[src/rtl/board_ctrl_pkg.sv]
package board_ctrl_pkg;

  localparam int unsigned DATA_W     = 32;
  localparam int unsigned DEC_W      = 20;
  localparam int unsigned NUM_CHARS  = 8;
  localparam int unsigned CHAR_IDX_W = $clog2(NUM_CHARS);

  // Offsets whose values software depends on
  localparam logic [DEC_W-1:0] OFS_SWITCH  = 20'h00200;
  localparam logic [DEC_W-1:0] OFS_STATUS  = 20'h00208;
  localparam logic [DEC_W-1:0] OFS_JUMPER  = 20'h00210;
  localparam logic [DEC_W-1:0] OFS_LED     = 20'h00408;
  localparam logic [DEC_W-1:0] OFS_WORD    = 20'h00410;
  localparam logic [DEC_W-1:0] OFS_CHAR0   = 20'h00418;
  localparam logic [DEC_W-1:0] OFS_CHARN   = OFS_CHAR0 + DEC_W'(8 * (NUM_CHARS - 1));
  localparam logic [DEC_W-1:0] OFS_SOFTRST = 20'h00500;
  localparam logic [DEC_W-1:0] OFS_BRK     = 20'h00508;
  localparam logic [DEC_W-1:0] OFS_GPO     = 20'h00A00;
  localparam logic [DEC_W-1:0] OFS_GPIN    = 20'h00A08;
  localparam logic [DEC_W-1:0] OFS_I2CIN   = 20'h00B00;
  localparam logic [DEC_W-1:0] OFS_I2COE   = 20'h00B08;
  localparam logic [DEC_W-1:0] OFS_I2COUT  = 20'h00B10;
  localparam logic [DEC_W-1:0] OFS_I2CSEL  = 20'h00B18;

  localparam logic [DATA_W-1:0] SOFTRST_MAGIC = 32'h0000_0042;

  typedef enum logic [3:0] {
    RD_ZERO, RD_STATUS, RD_LED, RD_BRK, RD_GPO,
    RD_GPIN, RD_I2CIN, RD_OE, RD_OUT, RD_SEL
  } rdSel_e;

  typedef struct packed {
    logic                  ledWr;
    logic                  wordWr;
    logic                  charWr;
    logic [CHAR_IDX_W-1:0] charIdx;
    logic                  softRstWr;
    logic                  brkWr;
    logic                  gpoWr;
    logic                  oeWr;
    logic                  outWr;
    logic                  selWr;
  } wrStrobe_t;

  function automatic logic [7:0] hexChar(input logic [3:0] nib);
    return (nib < 4'd10) ? (8'h30 + {4'b0, nib}) : (8'h37 + {4'b0, nib});
  endfunction

endpackage

[src/rtl/board_ctrl_decode.sv]
module board_ctrl_decode
  import board_ctrl_pkg::*;
#(
  parameter int unsigned ADDR_W = 32
) (
  input  logic [ADDR_W-1:0] addr,
  input  logic              wrEn,
  output wrStrobe_t         strobe,
  output rdSel_e            rdSel
);

  logic [DEC_W-1:0] ofs;
  logic [DEC_W-1:0] charOfs;
  logic             charHit;

  assign ofs     = addr[DEC_W-1:0];
  assign charOfs = ofs - OFS_CHAR0;
  assign charHit = (ofs >= OFS_CHAR0) && (ofs <= OFS_CHARN) && (ofs[2:0] == 3'b000);

  always_comb begin
    strobe         = '0;
    rdSel          = RD_ZERO;
    strobe.charIdx = charOfs[3 +: CHAR_IDX_W];
    strobe.charWr  = wrEn && charHit;
    case (ofs)
      OFS_STATUS:  rdSel = RD_STATUS;
      OFS_LED:     begin rdSel = RD_LED; strobe.ledWr = wrEn; end
      OFS_WORD:    strobe.wordWr = wrEn;
      OFS_SOFTRST: strobe.softRstWr = wrEn;
      OFS_BRK:     begin rdSel = RD_BRK; strobe.brkWr = wrEn; end
      OFS_GPO:     begin rdSel = RD_GPO; strobe.gpoWr = wrEn; end
      OFS_GPIN:    rdSel = RD_GPIN;
      OFS_I2CIN:   rdSel = RD_I2CIN;
      OFS_I2COE:   begin rdSel = RD_OE; strobe.oeWr = wrEn; end
      OFS_I2COUT:  begin rdSel = RD_OUT; strobe.outWr = wrEn; end
      OFS_I2CSEL:  begin rdSel = RD_SEL; strobe.selWr = wrEn; end
      default:     rdSel = RD_ZERO;
    endcase
  end

endmodule

[src/rtl/board_ctrl_datapath.sv]
module board_ctrl_datapath
  import board_ctrl_pkg::*;
#(
  parameter bit BIG_ENDIAN = 1'b1
) (
  input  logic                    clk,
  input  logic                    rstN,
  input  wrStrobe_t               strobe,
  input  rdSel_e                  rdSel,
  input  logic [DATA_W-1:0]       wrData,
  input  logic                    eepSdaIn,
  output logic [DATA_W-1:0]       rdData,
  output logic [7:0]              ledBar,
  output logic [8*NUM_CHARS-1:0]  dispText,
  output logic                    sysResetReq,
  output logic [7:0]              brkByte,
  output logic [7:0]              gpOut,
  output logic [1:0]              i2cOutEn,
  output logic                    sclOut,
  output logic                    sdaOut,
  output logic                    i2cWrPulse
);

  localparam logic [7:0] STATUS_VAL = BIG_ENDIAN ? 8'h12 : 8'h10;
  localparam logic [1:0] I2CIN_RST  = 2'b11;
  localparam logic [7:0] BRK_RST    = 8'h0A;
  localparam logic [7:0] SPACE_CHR  = 8'h20;

  logic [7:0] ledQ, brkQ, gpoQ;
  logic [1:0] oeQ, outQ;
  logic       selQ;
  logic [7:0] dispQ [NUM_CHARS];

  always_ff @(posedge clk or negedge rstN) begin
    if (!rstN) begin
      ledQ        <= '0;
      brkQ        <= BRK_RST;
      gpoQ        <= '0;
      oeQ         <= '0;
      outQ        <= 2'b11;
      selQ        <= 1'b1;
      sysResetReq <= 1'b0;
      i2cWrPulse  <= 1'b0;
    end else begin
      if (strobe.ledWr) ledQ <= wrData[7:0];
      if (strobe.brkWr) brkQ <= wrData[7:0];
      if (strobe.gpoWr) gpoQ <= wrData[7:0];
      if (strobe.oeWr)  oeQ  <= wrData[1:0];
      if (strobe.outWr) outQ <= wrData[1:0];
      if (strobe.selWr) selQ <= wrData[0];
      sysResetReq <= strobe.softRstWr && (wrData == SOFTRST_MAGIC);
      i2cWrPulse  <= strobe.outWr;
    end
  end

  for (genvar g = 0; g < NUM_CHARS; g++) begin : g_char
    always_ff @(posedge clk or negedge rstN) begin
      if (!rstN)
        dispQ[g] <= SPACE_CHR;
      else if (strobe.wordWr)
        dispQ[g] <= hexChar(wrData[DATA_W-1-4*g -: 4]);
      else if (strobe.charWr && (strobe.charIdx == CHAR_IDX_W'(g)))
        dispQ[g] <= wrData[7:0];
    end
    assign dispText[8*g +: 8] = dispQ[g];
  end

  always_comb begin
    rdData = '0;
    case (rdSel)
      RD_STATUS: rdData[7:0] = STATUS_VAL;
      RD_LED:    rdData[7:0] = ledQ;
      RD_BRK:    rdData[7:0] = brkQ;
      RD_GPO:    rdData[7:0] = gpoQ;
      RD_GPIN:   rdData[1:0] = selQ ? outQ : 2'b00;
      RD_I2CIN:  rdData[1:0] = {I2CIN_RST[1], eepSdaIn};
      RD_OE:     rdData[1:0] = oeQ;
      RD_OUT:    rdData[1:0] = outQ;
      RD_SEL:    rdData[0]   = selQ;
      default:   rdData = '0;
    endcase
  end

  assign ledBar   = ledQ;
  assign brkByte  = brkQ;
  assign gpOut    = gpoQ;
  assign i2cOutEn = oeQ;
  assign sclOut   = outQ[1];
  assign sdaOut   = outQ[0];

endmodule

[src/rtl/board_ctrl_regs.sv]
module board_ctrl_regs
  import board_ctrl_pkg::*;
#(
  parameter int unsigned ADDR_W     = 32,
  parameter bit          BIG_ENDIAN = 1'b1
) (
  input  logic              clk,
  input  logic              rstN,
  input  logic [ADDR_W-1:0] addr,
  input  logic              wrEn,
  input  logic [31:0]       wrData,
  output logic [31:0]       rdData,
  input  logic              eepSdaIn,
  output logic [7:0]        ledBar,
  output logic [63:0]       dispText,
  output logic              sysResetReq,
  output logic [7:0]        brkByte,
  output logic [7:0]        gpOut,
  output logic [1:0]        i2cOutEn,
  output logic              sclOut,
  output logic              sdaOut,
  output logic              i2cWrPulse
);

  wrStrobe_t strobe;
  rdSel_e    rdSel;

  board_ctrl_decode #(.ADDR_W(ADDR_W)) decode_i (
    .addr   (addr),
    .wrEn   (wrEn),
    .strobe (strobe),
    .rdSel  (rdSel)
  );

  board_ctrl_datapath #(.BIG_ENDIAN(BIG_ENDIAN)) datapath_i (
    .clk         (clk),
    .rstN        (rstN),
    .strobe      (strobe),
    .rdSel       (rdSel),
    .wrData      (wrData),
    .eepSdaIn    (eepSdaIn),
    .rdData      (rdData),
    .ledBar      (ledBar),
    .dispText    (dispText),
    .sysResetReq (sysResetReq),
    .brkByte     (brkByte),
    .gpOut       (gpOut),
    .i2cOutEn    (i2cOutEn),
    .sclOut      (sclOut),
    .sdaOut      (sdaOut),
    .i2cWrPulse  (i2cWrPulse)
  );

endmodule

[config.mk]
export PLATFORM = sky130hd
export DESIGN_NAME = board_ctrl_regs
export DESIGN_NICKNAME = d
export VERILOG_FILES = /design/src/rtl/board_ctrl_pkg.sv /design/src/rtl/board_ctrl_decode.sv /design/src/rtl/board_ctrl_datapath.sv /design/src/rtl/board_ctrl_regs.sv
export SDC_FILE = /design/constraint.sdc
export NUM_CORES = 1
export LEC_CHECK = 0
export ABC_AREA = 1
export CAP_MARGIN = 10
export CORE_ASPECT_RATIO = 1.75
export CORE_MARGIN = 2
export CORE_UTILIZATION = 45
export DETAILED_ROUTE_END_ITERATION = 6
export DONT_BUFFER_PORTS = 1
export GPL_TIMING_DRIVEN = 0
export PLACE_DENSITY = 0.58
export SLEW_MARGIN = 20
export SYNTH_ARGS = -nofsm -noshare
export SYNTH_HDL_FRONTEND = slang
export SYNTH_HIERARCHICAL = 1
export SYNTH_SLANG_ARGS = --single-unit
[constraint.sdc]
create_clock -name clk -period 1.35 [get_ports clk]
set_input_delay 0.0675 -clock clk [delete_from_list [all_inputs] [get_ports clk]]
set_output_delay 0.0675 -clock clk [all_outputs]
set_load 0.01 [all_outputs]
==> results.sh <==
export IMPL_status="finished with violations"
export IMPL_violations="negative hold slack, negative setup slack"
export IMPL_path_clk_slew_ps=70
export IMPL_hold_ws_ps=-587.4
export IMPL_slew_headroom_pct=61.76
export IMPL_gp_congestion=0.8597
export IMPL_skew_ps=0
export IMPL_final_nets=968
export IMPL_critPathTopFamily="simple AND/OR/NAND/NOR gates"
export IMPL_post_route_min_period_ps=1546
export IMPL_io_pins=194
export IMPL_grt_overflow_total=0
export IMPL_insertedDiodeCount=0
export IMPL_arrival_ps=1480
export IMPL_postRouteAntennaNets=0
export IMPL_synth_area_per_cell_um2=7.421
export IMPL_first_pass_iters=7
export IMPL_period_share_pct=114.5
export IMPL_rows=55
export IMPL_critical_path_max_stage_delay_ps=260
export IMPL_ir_worst_vdd_mv=0.6485
export IMPL_drcViolationCount=0
export IMPL_fin_util_pct=58.80
export IMPL_rsz0062_at_grt="yes"
export IMPL_hold_viol_final=95
export IMPL_io_buffers=0
export IMPL_areaGrowthSynthToFinish_pct=29.02
export IMPL_ys_ff_latch=95
export IMPL_yosysMostFrequentCell="nand2_1"
export IMPL_regToRegSetupSlack_ps=440
export IMPL_cts_sinks=95
export IMPL_cts_buffers=9
export IMPL_power_leakage_nw=3.773
export IMPL_worst_setup_path_start_kind="primary input"
export IMPL_pre_cts_ws_ps=-460.7
export IMPL_ctsHoldBuffers=29
export IMPL_grt_pass1_wl_um=29300
export IMPL_finalWorstSetupSlack_ps=-196.3
export IMPL_cp_slowest_cell="o21ai_0"
export IMPL_grt_pass1_vias=5571
export IMPL_worstSkewPairLatency_ps=330
export IMPL_htree_levels=3
export IMPL_path_max_fanout=7
export IMPL_dp_cells=980
export IMPL_synth_area_leader_cell="dfrtp_1"
export IMPL_pwr_density_cell_nw_per_um2=807.8
export IMPL_synth_edf_count=0
export IMPL_core_um2=12800
export IMPL_path_cells="nor2_4 > nand2_2 > nor2_8 > nand2_4 > nor4_4 > inv_1 > nor2_1 > nand2_1 > o21ai_0 > nor2_1 > nand2_1"
export IMPL_dieArea_um2=13920
export IMPL_die_h_um=154.6
export IMPL_max_cap_viol_count=0
export IMPL_critical_path_class="in2out"
export IMPL_nFillCells=1197
export IMPL_ys_warn_count=6
export IMPL_place_hpwl_um=13700
export IMPL_worstReg2RegEnd="datapath_i/outQ[1]"
export IMPL_worstMarginPinSlew_ps=571.4
export IMPL_slew_violations=0
export IMPL_async_reset_ff_share_pct=100.0
export IMPL_fin_tns_setup_ps=-2892
export IMPL_clockRootBuffer="clkbuf_16"
export IMPL_grt_use_total_pct=27.03
export IMPL_ys_flop_type="dfrtp_1"
export IMPL_finalSetupViolations=40
export IMPL_maxClockFrequency_mhz=646.7
export IMPL_grt_max_degree=96
export IMPL_seq_area_frac_synth_pct=41.03
export IMPL_layoutNonFillerInstCount=1058
export IMPL_synth_area_leaders="dfrtp_1 35%, nand2_1 15%, dfstp_2 5.9%"
export IMPL_netlist_instances=786
export IMPL_layout_drive_gt1_share_pct=25.59
export IMPL_path_buf_inv=1
export IMPL_die_x_um=90.07
export IMPL_vias_per_cell=5.269
export IMPL_cp_data_required_time_ps=1280
export IMPL_worstReg2RegStart="datapath_i/outQ[1]"
export IMPL_antenna_found_initial=0
export IMPL_hold_class="in2async"
export IMPL_initial_core_util_pct=45.57
export IMPL_post_synth_top_area_fraction_pct=35.18
export IMPL_ys_types=36
export IMPL_endpoint_kind="primary output"
export IMPL_vias=5575
export IMPL_initialDrtViolationCount=358
export IMPL_syn_area_um2=5833
export IMPL_wl_per_cell_um=18.48
export IMPL_fin_total_pwr_mw=6.079
export IMPL_cts_buffer_depth=2
export IMPL_cts_tree="done"
export IMPL_synth_common_cells="238 x nand2_1, 86 x nor2_1, 82 x dfrtp_1"
export IMPL_wl_um=19550
export IMPL_reg2reg_depth=2
power by group:
group          leakage [nW]  internal (mW)  switching [mW]  total (mW)
clock                 0.152           1.51            1.13        2.64
sequential             1.21           2.85        0.000234        2.85
combinational          2.41          0.221           0.372       0.593
total                  3.77           4.58            1.50        6.08
through the flow:
stage	hold WS [ps]	cell area [µm²]
2_1_floorplan	-228.1	6000
3_3_place_gp	-224.7	6213
3_5_place_dp	-222.4	6213
6_report	-587.4	7526
5_1_grt	-602.9	7526
4_1_cts	-600.2	7009
kinds of logic after synthesis:
family / Yosys count / synth area share, %
flops: 95 / 41.03
other cells: 1 / 0.06429
buf+inv: 126 / 10.23
simple gates: 431 / 33.57
compound gates: 113 / 10.94
xor+xnor: 2 / 0.3004
fa+ha+maj: 18 / 3.861
worst max path at each step:
stage | from | endpoint | slack (ps) | cells past startpoint
floorplan | addr[15] | rdData[1] | -100 | 11
global placement | addr[7] | datapath_i/dispText[10] | -430 | 10
detailed placement | addr[11] | datapath_i/brkByte[2] | -460 | 7
CTS | addr[17] | rdData[0] | -180 | 13
global route | addr[13] | rdData[0] | -300 | 11
finish | addr[13] | rdData[0] | -200 | 11
cell type report:
class	count	area (µm²)	area share, %
multi-input cells	590	3400	45.17
flip-flops and latches	95	2394	31.80
repair buffers	61	570.5	7.581
inverters	90	382.9	5.087
plain buffers	35	259.0	3.441
clock buffers	11	242.7	3.225
well taps	171	214.0	2.843
clock inverters	5	63.81	0.8479
state kept, by name, summed over array words and instances, names as in the netlist:
name,flops
datapath_i/i2cOutEn,2
datapath_i/outQ,2
datapath_i/gpOut,8
datapath_i/dispText,64
datapath_i/i2cWrPulse,1
datapath_i/brkByte,8
datapath_i/selQ,1
datapath_i/sysResetReq,1
datapath_i/ledBar,8
metal layers:
layer | track usage [%] | up-vias | share of wire [%]
met3 | 6.186 | 38 | 7.5
met4 | 10.18 | 0 | 2.8
li1 | - | 2656 | -
met1 | 27.90 | 2646 | 34
met2 | 52.27 | 235 | 56
met5 | 0 | - | 0
layout by cell type (no fill, tap or decap), drive strengths merged, types with 6 or more instances in the layout:
master | synthesis | routed
dfrtp | 82 | 82
ha | 18 | 18
a31oi | 6 | 6
nor3 | 9 | 9
nor2 | 109 | 111
dlygate4sd3 | 0 | 27
nand3 | 47 | 47
conb | 1 | 24
clkbuf | 5 | 16
inv | 90 | 92
dfstp | 13 | 13
nand2 | 258 | 258
o221ai | 6 | 6
o21ai | 59 | 59
o211ai | 14 | 14
a21oi | 28 | 28
buf | 31 | 62
what timing repair did:
action | CTS | global route
gates resized for setup | 29 | 99
buffers inserted | 12 | 20
gates cloned | 0 | 2
endpoints found under the hold margin | 141 | 95
pin swaps | 15 | 32
endpoints found under the setup margin | 49 | 74
(Power assumes the default switching activity.)
